## src/rtl/hazard_pkg.sv

```systemverilog
package hazard_pkg;

   localparam int SEL_W = 2;

   typedef enum logic [SEL_W-1:0] {
      SEL_REGFILE = 2'b00,
      SEL_EX      = 2'b01,
      SEL_MEM     = 2'b10
   } opnd_sel_e;

endpackage

```

## src/rtl/hz_dst_match.sv

```systemverilog
module hz_dst_match #(
   parameter int AW             = 5,
   parameter bit ZERO_HARDWIRED = 1'b1
) (
   input  logic [AW-1:0] src,
   input  logic [AW-1:0] dst,
   input  logic          wr,
   output logic          hit
);

   logic same;
   assign same = (src == dst);

   generate
      if (ZERO_HARDWIRED) begin : g_zero_excl
         logic src_nonzero;
         assign src_nonzero = |src;
         assign hit = wr & same & src_nonzero;
      end else begin : g_plain
         assign hit = wr & same;
      end
   endgenerate

endmodule

```

## src/rtl/hz_opnd_sel.sv

```systemverilog
module hz_opnd_sel
   import hazard_pkg::*;
#(
   parameter int AW             = 5,
   parameter bit ZERO_HARDWIRED = 1'b1
) (
   input  logic [AW-1:0]    src,
   input  logic [AW-1:0]    ex_dst,
   input  logic             ex_wr,
   input  logic [AW-1:0]    mem_dst,
   input  logic             mem_wr,
   output logic [SEL_W-1:0] sel,
   output logic             ex_hit
);

   logic      mem_hit;
   opnd_sel_e sel_e;

   hz_dst_match #(.AW(AW), .ZERO_HARDWIRED(ZERO_HARDWIRED)) u_ex_cmp (
      .src (src),
      .dst (ex_dst),
      .wr  (ex_wr),
      .hit (ex_hit)
   );

   hz_dst_match #(.AW(AW), .ZERO_HARDWIRED(ZERO_HARDWIRED)) u_mem_cmp (
      .src (src),
      .dst (mem_dst),
      .wr  (mem_wr),
      .hit (mem_hit)
   );

   // The younger result (execute) beats the older one (memory).
   always_comb begin
      if (ex_hit)       sel_e = SEL_EX;
      else if (mem_hit) sel_e = SEL_MEM;
      else              sel_e = SEL_REGFILE;
   end

   assign sel = sel_e;

   always_comb begin
      p_legal_sel_r5: assert (sel != 2'b11)
         else $error("illegal operand select");
      if (sel == SEL_EX) begin
         p_ex_src_r1: assert (ex_wr && (ex_dst == src))
            else $error("execute forward without a writing match");
      end
      if (sel == SEL_MEM) begin
         p_mem_second_r3: assert (mem_wr && (mem_dst == src) && !ex_hit)
            else $error("memory forward while execute matches");
      end
      if (ex_hit && mem_hit) begin
         p_young_wins_r4: assert (sel == SEL_EX)
            else $error("older result chosen over younger");
      end
   end

endmodule

```

## src/rtl/hz_load_interlock.sv

```systemverilog
module hz_load_interlock #(
   parameter int NUM_SRC        = 2,
   parameter bit LOAD_USE_STALL = 1'b1
) (
   input  logic [NUM_SRC-1:0] ex_hit,
   input  logic               ex_is_load,
   output logic               stall
);

   generate
      if (LOAD_USE_STALL) begin : g_interlock
         assign stall = ex_is_load & (|ex_hit);
      end else begin : g_no_interlock
         logic unused_inputs;
         assign unused_inputs = ex_is_load ^ (^ex_hit);
         assign stall = 1'b0 & unused_inputs;
      end
   endgenerate

   always_comb begin
      if (stall) begin
         p_stall_needs_load_r7: assert (ex_is_load && (ex_hit != '0))
            else $error("stall without a matching load");
      end
   end

endmodule

```

## src/rtl/hazard_fwd_unit.sv

```systemverilog
module hazard_fwd_unit
   import hazard_pkg::*;
#(
   parameter int AW             = 5,
   parameter int NUM_SRC        = 2,
   parameter bit ZERO_HARDWIRED = 1'b1,
   parameter bit LOAD_USE_STALL = 1'b1
) (
   input  logic [NUM_SRC*AW-1:0]    id_src,
   input  logic                     id_reg_wr,
   input  logic                     id_mem_wr,
   input  logic [AW-1:0]            ex_dst,
   input  logic                     ex_reg_wr,
   input  logic                     ex_is_load,
   input  logic [AW-1:0]            mem_dst,
   input  logic                     mem_reg_wr,
   output logic [NUM_SRC*SEL_W-1:0] fwd_sel,
   output logic                     stall,
   output logic                     pc_en,
   output logic                     ifid_en,
   output logic                     idex_reg_wr,
   output logic                     idex_mem_wr
);

   localparam int SRC_BITS = NUM_SRC * AW;

   generate
      if (AW < 1 || AW > 8) begin : g_bad_aw
         $error("AW must lie in 1..8");
      end
      if (NUM_SRC < 1 || NUM_SRC > 4) begin : g_bad_nsrc
         $error("NUM_SRC must lie in 1..4");
      end
   endgenerate

   logic [NUM_SRC-1:0] ex_hit;

   genvar gi;
   generate
      for (gi = 0; gi < NUM_SRC; gi++) begin : g_opnd
         hz_opnd_sel #(.AW(AW), .ZERO_HARDWIRED(ZERO_HARDWIRED)) u_sel (
            .src     (id_src[gi*AW +: AW]),
            .ex_dst  (ex_dst),
            .ex_wr   (ex_reg_wr),
            .mem_dst (mem_dst),
            .mem_wr  (mem_reg_wr),
            .sel     (fwd_sel[gi*SEL_W +: SEL_W]),
            .ex_hit  (ex_hit[gi])
         );
      end
   endgenerate

   hz_load_interlock #(.NUM_SRC(NUM_SRC), .LOAD_USE_STALL(LOAD_USE_STALL)) u_lock (
      .ex_hit     (ex_hit),
      .ex_is_load (ex_is_load),
      .stall      (stall)
   );

   // Freeze fetch and turn the decode instruction's effect into a bubble.
   assign pc_en       = ~stall;
   assign ifid_en     = ~stall;
   assign idex_reg_wr = id_reg_wr & ~stall;
   assign idex_mem_wr = id_mem_wr & ~stall;

   always_comb begin
      if (stall) begin
         p_bubble_r8: assert (!idex_reg_wr && !idex_mem_wr && !pc_en && !ifid_en)
            else $error("stall without bubble or freeze");
      end else begin
         p_pass_r8: assert ((idex_reg_wr == id_reg_wr) && (idex_mem_wr == id_mem_wr))
            else $error("controls altered outside a stall");
      end
      if (stall) begin
         p_stall_src_r7: assert (ex_reg_wr && (ex_dst != '0 || !ZERO_HARDWIRED))
            else $error("stall on a non-writing or zero destination");
      end
      for (int k = 0; k < NUM_SRC; k++) begin
         if (ZERO_HARDWIRED && (id_src[k*AW +: AW] == '0)) begin
            p_zero_src_r6: assert (fwd_sel[k*SEL_W +: SEL_W] == SEL_REGFILE)
               else $error("register zero forwarded");
         end
      end
   end

   logic unused_bits;
   assign unused_bits = ^SRC_BITS[0];

endmodule

```

## config.mk

```make
export PLATFORM = sky130hd
export DESIGN_NAME = hazard_fwd_unit
export DESIGN_NICKNAME = d
export VERILOG_FILES = /design/src/rtl/hazard_pkg.sv /design/src/rtl/hz_dst_match.sv /design/src/rtl/hz_opnd_sel.sv /design/src/rtl/hz_load_interlock.sv /design/src/rtl/hazard_fwd_unit.sv
export SDC_FILE = /design/constraint.sdc
export NUM_CORES = 1
export LEC_CHECK = 0
export BUFFER_PORTS_ARGS = -buffer_cell sky130_fd_sc_hd__buf_2
export CORE_AREA = 2 2 39 41
export DETAILED_ROUTE_END_ITERATION = 10
export DIE_AREA = 0 0 41 43
export GPL_TIMING_DRIVEN = 0
export PLACE_DENSITY = 0.64
export SYNTH_ARGS = -nofsm -noshare
export SYNTH_HDL_FRONTEND = slang
export SYNTH_HIERARCHICAL = 1
export SYNTH_SLANG_ARGS = --single-unit
```

## constraint.sdc

```tcl
create_clock -name vclk -period 1.1
set_input_delay 0 -clock vclk [all_inputs]
set_output_delay 0 -clock vclk [all_outputs]
set_load 0.005 [all_outputs]
```

==> run metrics, run 1 <==
non-filler instance count after layout=about 100; DIE AREA=about 1800 sq um; run status=finished, violations left; aggregate global routing overflow=0; slowest CP cell=sky130_fd_sc_hd__and4_4; area occupied by registers=0 sq um; total of max-cap violations=0; placeable core region=1380 sq um; endpoints failing setup=1; first-pass GRT wire length=1640 um; Die Height=43 um; number of global-route vias before repair=440; net total in the final layout=113; Final Instance Area=659 sq um; final critical-path setup slack=-0.00790 ns; crit path kind=in2out; Critical Path Source Type=primary input; violations in the final reports=setup timing; Vias/cell=4.63; standby leakage power=0.314 nW; Ys Warns=6; required time of the critical path=1.10 ns; class of the most critical hold timing path=in2out; core occupancy in the finished layout=47.6%; RSZ-0062 raised after global routing=true; Netlist Area Pre-Place=about 350 sq um; number of top-level pins=34; DR DRC count=0; Worst Hold Slack=between 0.2 and 0.3 ns; # fillers=around 140; number of instances in the synthesized netlist=49; last weighted congestion value of the routability-driven placer=0.676; Ant. Diodes=0; number of nets with antenna violations after routing=0; total number of placement rows=14; count of buffers from port buffering=34; die width=slightly above 40 um; count of flip-flops and latches=0; total number of vias=about 470; Max IR drop VDD=approximately 0.17 mV; number of clock buffers in the layout=0; average cell area after synthesis=7.23 sq um; final cycle utilization of the critical path=101%; Hold Violations, Final=0; Worst setup EP type=output port; DP Area=544 sq um; Initial Utilization=25.6%; min Tclk post-route=1.11 ns; largest driver fanout on the critical path=4; routed length per instance=10.7 um; antenna violations before repair=0; final total power=0.000197 W; post-synthesis sequential area ratio=0%; worst-path cell chain=buf_8 -> xor2_1 -> nor3_1 -> and4_4 -> o21a_4 -> inv_2 -> buf_6 -> buf_6; number of detailed-routing iterations run before antenna repair=2; worst rel slew slack=86.0%; estimated wirelength of the detail-placed design=899 um; Area growth, synth to finish=86.2%; most common cell after layout, fill and taps aside=sky130_fd_sc_hd__buf_2; actual transition at the worst max-transition pin=~0.21 ns; initial DRC count=1; cell total after placement=99; power per cell area=around 300 nW/um^2; maximum single-stage delay on the critical path=between 0.2 and 0.3 ns; highest clock rate=0.903 GHz; Overall Global Routing Usage=roughly an eighth; share of cells above drive strength 1=57.0%; WL final=1090 um; WP data arrival=1.11 ns; commonest cells after routing, fill and taps aside=sky130_fd_sc_hd__buf_2, sky130_fd_sc_hd__xor2_1, sky130_fd_sc_hd__buf_6; CP dominant cell by count=sky130_fd_sc_hd__buf_6; final slew viol count=0; number of nets produced by synthesis=74; number of different library cells in the post-synthesis netlist=13; largest net degree at the start of global routing=5
==> timing repair <==
item,CTS,global route
hold buffers,0,0
endpoints found under the setup margin,5,5
resized for setup,18,8
hold endpoints to repair,0,0
gates cloned,0,0
setup buffers,3,0
pin swaps,8,5
==> metal layers <==
metal / up-vias / routed length (um) / part of all wire [%] / track usage [%]
met5: - / 0 / 0 / 0
met2: 12 / 610 / 56 / 24.4
met3: 0 / 73 / 6.7 / 0
met4: 0 / 0 / 0 / 0
li1: 244 / - / - / -
met1: 216 / 406 / 37 / 15.2
==> report_power, final <==
part	total (W)	switching [W]	internal, W
Clock	0	0	0
Sequential	0	0	0
Combinational	0.000197	0.0000901	0.000107
Total	0.000197	0.0000901	0.000107
==> cell usage after synthesis <==
library cell / instances / area [sq um]
sky130_fd_sc_hd__or2_1: 4 / 25.0
sky130_fd_sc_hd__nand2_1: 4 / 15.0
sky130_fd_sc_hd__xor2_1: 12 / 105
sky130_fd_sc_hd__nor4_1: 4 / 25.0
sky130_fd_sc_hd__nor3_1: 4 / 20.0
sky130_fd_sc_hd__buf_4: 3 / 22.5
sky130_fd_sc_hd__o21a_1: 1 / 7.51
sky130_fd_sc_hd__and4_1: 4 / 35.0
sky130_fd_sc_hd__xnor2_1: 4 / 35.0
sky130_fd_sc_hd__inv_1: 1 / 3.75
sky130_fd_sc_hd__nor2b_4: 2 / 27.5
sky130_fd_sc_hd__nor2b_1: 2 / 12.5
sky130_fd_sc_hd__o21ai_0: 4 / 20.0
==> logic make-up (layout without fill, tap and decap cells) <==
group                  Yosys count  count (layout)  share of synthesized area [%]
XOR/XNOR                        16              16                           39.6
AND/OR/NAND/NOR                 24              24                           45.2
buffers and inverters            4              41                           7.42
AO/OA/AOI/OAI                    5               5                           7.77
==> critical path, delay by kind of cell <==
kind            cells  cell delay, ns
simple gates        2            0.46
compound gates      1            0.14
buf+inv             4            0.35
xor+xnor            1            0.15
==> path summary, 6_finish.rpt <==
| check | start | to | cells past startpoint |
|---|---|---|---|
| setup / recovery | id_src[6] | pc_en | 8 |
| hold / removal | id_mem_wr | idex_mem_wr | 3 |
==> through the flow <==
stage	TNS, ns	worst slack (ns)
floorplan	0	0.105
global placement	-0.492	-0.185
detailed placement	-0.524	-0.192
CTS	-0.0474	-0.0474
global route	-0.0865	-0.0559
finish	-0.00790	-0.00790
==> final cells by class <==
class,instances,area (sq um),share of cell area [%]
Timing Repair Buffer,37,234,35.5
Multi-Input combinational cell,45,375,56.9
Buffer,3,26.3,3.98
Tap cell,16,20.0,3.04
Inverter,1,3.75,0.569
No activity file was read; power rests on OpenSTA's default activity.
==> run 2: changes to the inputs <==
Settings changed: PLACE_DENSITY 0.64 to 0.61, SYNTH_HIERARCHICAL 1 to default.
==> run metrics, run 2 <==
Die Height=43 um; Area growth, synth to finish=117%; Critical Path Source Type=primary input; violations in the final reports=setup timing; standby leakage power=about 0.32 nW; Netlist Area Pre-Place=318 sq um; count of buffers from port buffering=34; dominant cell by count in the synthesized netlist=sky130_fd_sc_hd__xnor2_1; # fillers=146; area occupied by registers=0 sq um; last weighted congestion value of the routability-driven placer=0.737; net total in the final layout=110; placeable core region=1380 sq um; WP data arrival=approximately 1.3 ns; largest driver fanout on the critical path=3; maximum single-stage delay on the critical path=~0.53 ns; most common library cells after synthesis=sky130_fd_sc_hd__xnor2_1, sky130_fd_sc_hd__nand4_1, sky130_fd_sc_hd__xor2_1; number of global-route vias before repair=391; highest clock rate=0.763 GHz; worst-path cell chain=buf_8 -> or4_4 -> nor2_4 -> buf_4 -> buf_4 -> buf_4 -> buf_4 -> nor4_1 -> buf_2; total of max-cap violations=0; required time of the critical path=1.10 ns; die width=41 um; DR DRC count=0; post-synth top area share=between 40% and 50%; number of detailed-routing iterations run before antenna repair=2; actual transition at the worst max-transition pin=0.287 ns; run status=finished, violations left; Hold Violations, Final=0; number of top-level pins=34; ranking of synthesized cells by area=sky130_fd_sc_hd__xnor2_1, sky130_fd_sc_hd__xor2_1, sky130_fd_sc_hd__nand4_1; total number of vias=454; RSZ-0062 raised after global routing=true; first-pass GRT wire length=1570 um; commonest cells after routing, fill and taps aside=sky130_fd_sc_hd__buf_2, sky130_fd_sc_hd__xnor2_1, sky130_fd_sc_hd__buf_4; count of flip-flops and latches=0; post-synthesis sequential area ratio=0%; final slew viol count=0; number of different library cells in the post-synthesis netlist=13; CP dominant cell by count=sky130_fd_sc_hd__buf_4; final cycle utilization of the critical path=119%; crit path kind=in2out; Ys Warns=0; number of instances in the synthesized netlist=41; Vias/cell=4.59; min Tclk post-route=around 1.3 ns; largest area contributor in the netlist=sky130_fd_sc_hd__xnor2_1; Worst Hold Slack=0.269 ns; worst rel slew slack=80.7%; slowest CP cell=sky130_fd_sc_hd__or4_4; most common cell after layout, fill and taps aside=sky130_fd_sc_hd__buf_2; final total power=about 0.00023 W; DIE AREA=about 1800 sq um; number of clock buffers in the layout=0; aggregate global routing overflow=0; total number of placement rows=14; share of cells above drive strength 1=66.3%; routed length per instance=10.7 um; average cell area after synthesis=7.75 sq um; endpoints failing setup=7; final critical-path setup slack=-0.211 ns; initial DRC count=1; Ant. Diodes=0; Overall Global Routing Usage=12.2%; Worst setup EP type=output port; largest net degree at the start of global routing=6; class of the most critical hold timing path=in2out; Initial Utilization=23.0%; Max IR drop VDD=0.145 mV; WL final=1060 um; number of nets produced by synthesis=66; antenna violations before repair=0; power per cell area=around 330 nW/um^2; number of nets with antenna violations after routing=0
[run 2: changes by cell type in the layout (fill, tap and decap cells not counted), moves of 3 or more]
cell / previous run / this run
sky130_fd_sc_hd__or2_1: 4 / 0
sky130_fd_sc_hd__xor2_1: 12 / 4
sky130_fd_sc_hd__xnor2_2: 0 / 3
sky130_fd_sc_hd__buf_4: 5 / 12
sky130_fd_sc_hd__nand4_1: 0 / 4
sky130_fd_sc_hd__buf_2: 28 / 25
sky130_fd_sc_hd__xnor2_1: 4 / 13
sky130_fd_sc_hd__nor3_1: 3 / 0
[run 2: path summary, 6_finish.rpt]
kind  startpoint     endpoint  slack [ns]  cells past startpoint
max    id_src[7]   fwd_sel[3]       -0.21                      9
min    id_reg_wr  idex_reg_wr        0.27                      3
[run 2: kinds of logic (layout without fill, tap and decap cells)]
| kind of cell | after synthesis | after routing | synth area share (%) |
|---|---|---|---|
| simple gates | 16 | 16 | 33.9 |
| xor+xnor | 20 | 20 | 55.1 |
| buf+inv | 4 | 46 | 8.27 |
| compound gates | 1 | 1 | 2.76 |
[run 2: stage by stage]
| stage | TNS (ns) | setup slack, ns | util, % | instances | instance area (sq um) |
|---|---|---|---|---|---|
| CTS | -1.18 | -0.202 | 44.6 | 95 | 617 |
| detailed placement | -1.56 | -0.246 | 36.7 | 91 | 508 |
| global route | -1.57 | -0.288 | 49.7 | 99 | 688 |
| floorplan | 0 | 0.0189 | - | 41 | 318 |
| finish | -0.971 | -0.211 | 49.7 | 99 | 688 |
| global placement | -1.31 | -0.221 | 36.7 | 91 | 508 |
[run 2: critical path, delay by kind of cell]
family / cells / cell delay, ns
buffers and inverters: 6 / 0.62
and+or+nand+nor: 3 / 0.70
[run 2: area by class of cell]
| cell class | instances | area, sq um | area share (%) |
|---|---|---|---|
| inverters | 1 | 3.75 | 0.545 |
| plain buffers | 2 | 15.0 | 2.18 |
| repair buffers | 43 | 298 | 43.3 |
| multi-input cells | 37 | 352 | 51.1 |
| well taps | 16 | 20.0 | 2.91 |
[run 2: where the power goes]
group	switching (W)	internal, W	leakage (nW)
clock network	0	0	0
registers	0	0	0
logic	0.0000957	0.000131	0.317
total	0.0000957	0.000131	0.317
[run 2: what timing repair did]
item                       CTS  global route
setup buffers                5             4
setup endpoints to repair    9             9
hold buffers                 0             0
gates resized for setup     18             7
pin swaps                   10            10
[run 2: per-layer routing]
metal / part of all wire (%) / GRT usage [%]
met2: 54 / 23.8
met3: 11 / 0.524
met4: 0 / 0
met1: 34 / 14.2
met5: 0 / 0
==> run 3: changes to the inputs <==
Settings changed: GPL_TIMING_DRIVEN 0 to 1.
==> run metrics, run 3 (synthesis results as in run 2) <==
endpoints failing setup=7; DR DRC count=0; most common cell after layout, fill and taps aside=sky130_fd_sc_hd__buf_2; Worst setup EP type=output port; run status=finished, violations left; Max IR drop VDD=0.155 mV; last weighted congestion value of the routability-driven placer=between 0.7 and 0.8; Area growth, synth to finish=133%; number of nets with antenna violations after routing=0; routed length per instance=11.6 um; Final Instance Area=741 sq um; class of the most critical hold timing path=in2out; slowest CP cell=sky130_fd_sc_hd__or4_4; DP Area=568 sq um; first-pass GRT wire length=1880 um; worst-path cell chain=buf_6 -> or4_4 -> nor2_4 -> nor4_4 -> nor4_2 -> buf_2; crit path kind=in2out; Die Height=43 um; WP data arrival=1.31 ns; Initial Utilization=23.0%; aggregate global routing overflow=0; total number of vias=473; min Tclk post-route=1.31 ns; maximum single-stage delay on the critical path=0.54 ns; final slew viol count=0; final critical-path setup slack=-0.207 ns; Critical Path Source Type=primary input; total number of placement rows=14; RSZ-0062 raised after global routing=true; power per cell area=332 nW/um^2; Ant. Diodes=0; initial DRC count=1; DIE AREA=1760 sq um; commonest cells after routing, fill and taps aside=sky130_fd_sc_hd__buf_2, sky130_fd_sc_hd__buf_4, sky130_fd_sc_hd__xnor2_1; required time of the critical path=~1.1 ns; violations in the final reports=setup timing; net total in the final layout=115; worst rel slew slack=roughly 77%; number of detailed-routing iterations run before antenna repair=3; placeable core region=1380 sq um; standby leakage power=0.349 nW; Hold Violations, Final=0; count of flip-flops and latches=0; number of clock buffers in the layout=0; largest net degree at the start of global routing=5; Vias/cell=4.55; actual transition at the worst max-transition pin=approximately 0.34 ns; final cycle utilization of the critical path=119%; largest driver fanout on the critical path=3; # fillers=between 100 and 150; highest clock rate=0.765 GHz; area occupied by registers=0 sq um; count of buffers from port buffering=34; share of cells above drive strength 1=a little under three quarters; die width=41 um; number of global-route vias before repair=~480; estimated wirelength of the detail-placed design=955 um; WL final=1210 um; pre-CTS worst setup slack=-0.258 ns; antenna violations before repair=0; number of top-level pins=34; total of max-cap violations=0; Overall Global Routing Usage=between 10 and 15%
[run 3: cell count changes in the layout (fill, tap and decap cells not counted)]
cell / before / now
sky130_fd_sc_hd__buf_2: 25 / 27
sky130_fd_sc_hd__buf_4: 12 / 13
sky130_fd_sc_hd__buf_6: 6 / 10
sky130_fd_sc_hd__buf_8: 2 / 0
sky130_fd_sc_hd__nor4_1: 2 / 0
sky130_fd_sc_hd__nor4_2: 0 / 2
sky130_fd_sc_hd__xnor2_1: 13 / 12
sky130_fd_sc_hd__xnor2_2: 3 / 4
[run 3: per-stage QoR]
stage / utilization, % / hold slack (ns) / cells / TNS (ns) / power (W)
global route: 53.5 / 0.302 / 104 / -1.58 / 0.000267
detailed placement: 41.0 / 0.268 / 99 / -1.36 / 0.000193
finish: 53.5 / 0.267 / 104 / -1.18 / 0.000246
CTS: 52.2 / 0.275 / 104 / -1.26 / 0.000243
global placement: 41.0 / 0.269 / 99 / -1.04 / 0.000192
floorplan: - / 0.0555 / 41 / 0 / 0.0000842
[run 3: path summary, 6_finish.rpt]
kind                      start           to  depth (start not counted)
worst max-delay path  id_src[7]   fwd_sel[3]                          6
worst min-delay path  id_mem_wr  idex_mem_wr                          3
[run 3: what timing repair did]
item / in CTS / in global routing
buffers inserted: 5 / 1
pin swaps: 15 / 7
endpoints found under the setup margin: 7 / 9
cloned: 0 / 0
hold buffers: 0 / 0
resized for setup: 21 / 3
[run 3: power breakdown]
part | leakage, nW | internal (W) | switching (W)
Combinational | 0.349 | 0.000142 | 0.000104
Sequential | 0 | 0 | 0
Clock | 0 | 0 | 0
[run 3: final cells by class]
type	instances	area (sq um)	area share, %
Inverter	1	3.75	0.507
Tap cell	16	20.0	2.70
Multi-Input combinational cell	37	372	50.2
Timing Repair Buffer	50	345	46.6
[run 3: worst max-delay path, delay by kind of cell]
kind	cells	cell delay, ns
AND/OR/NAND/NOR	4	1.04
buffers and inverters	2	0.25
[run 3: layer usage]
| layer | vias to the layer above | GRT usage, % | share of wire [%] |
|---|---|---|---|
| met5 | - | 0 | 0 |
| met4 | 0 | 0 | 0 |
| met3 | 0 | 1.05 | 11 |
| met2 | 26 | 28.4 | 54 |
| met1 | 213 | 16.6 | 36 |
| li1 | 234 | - | - |
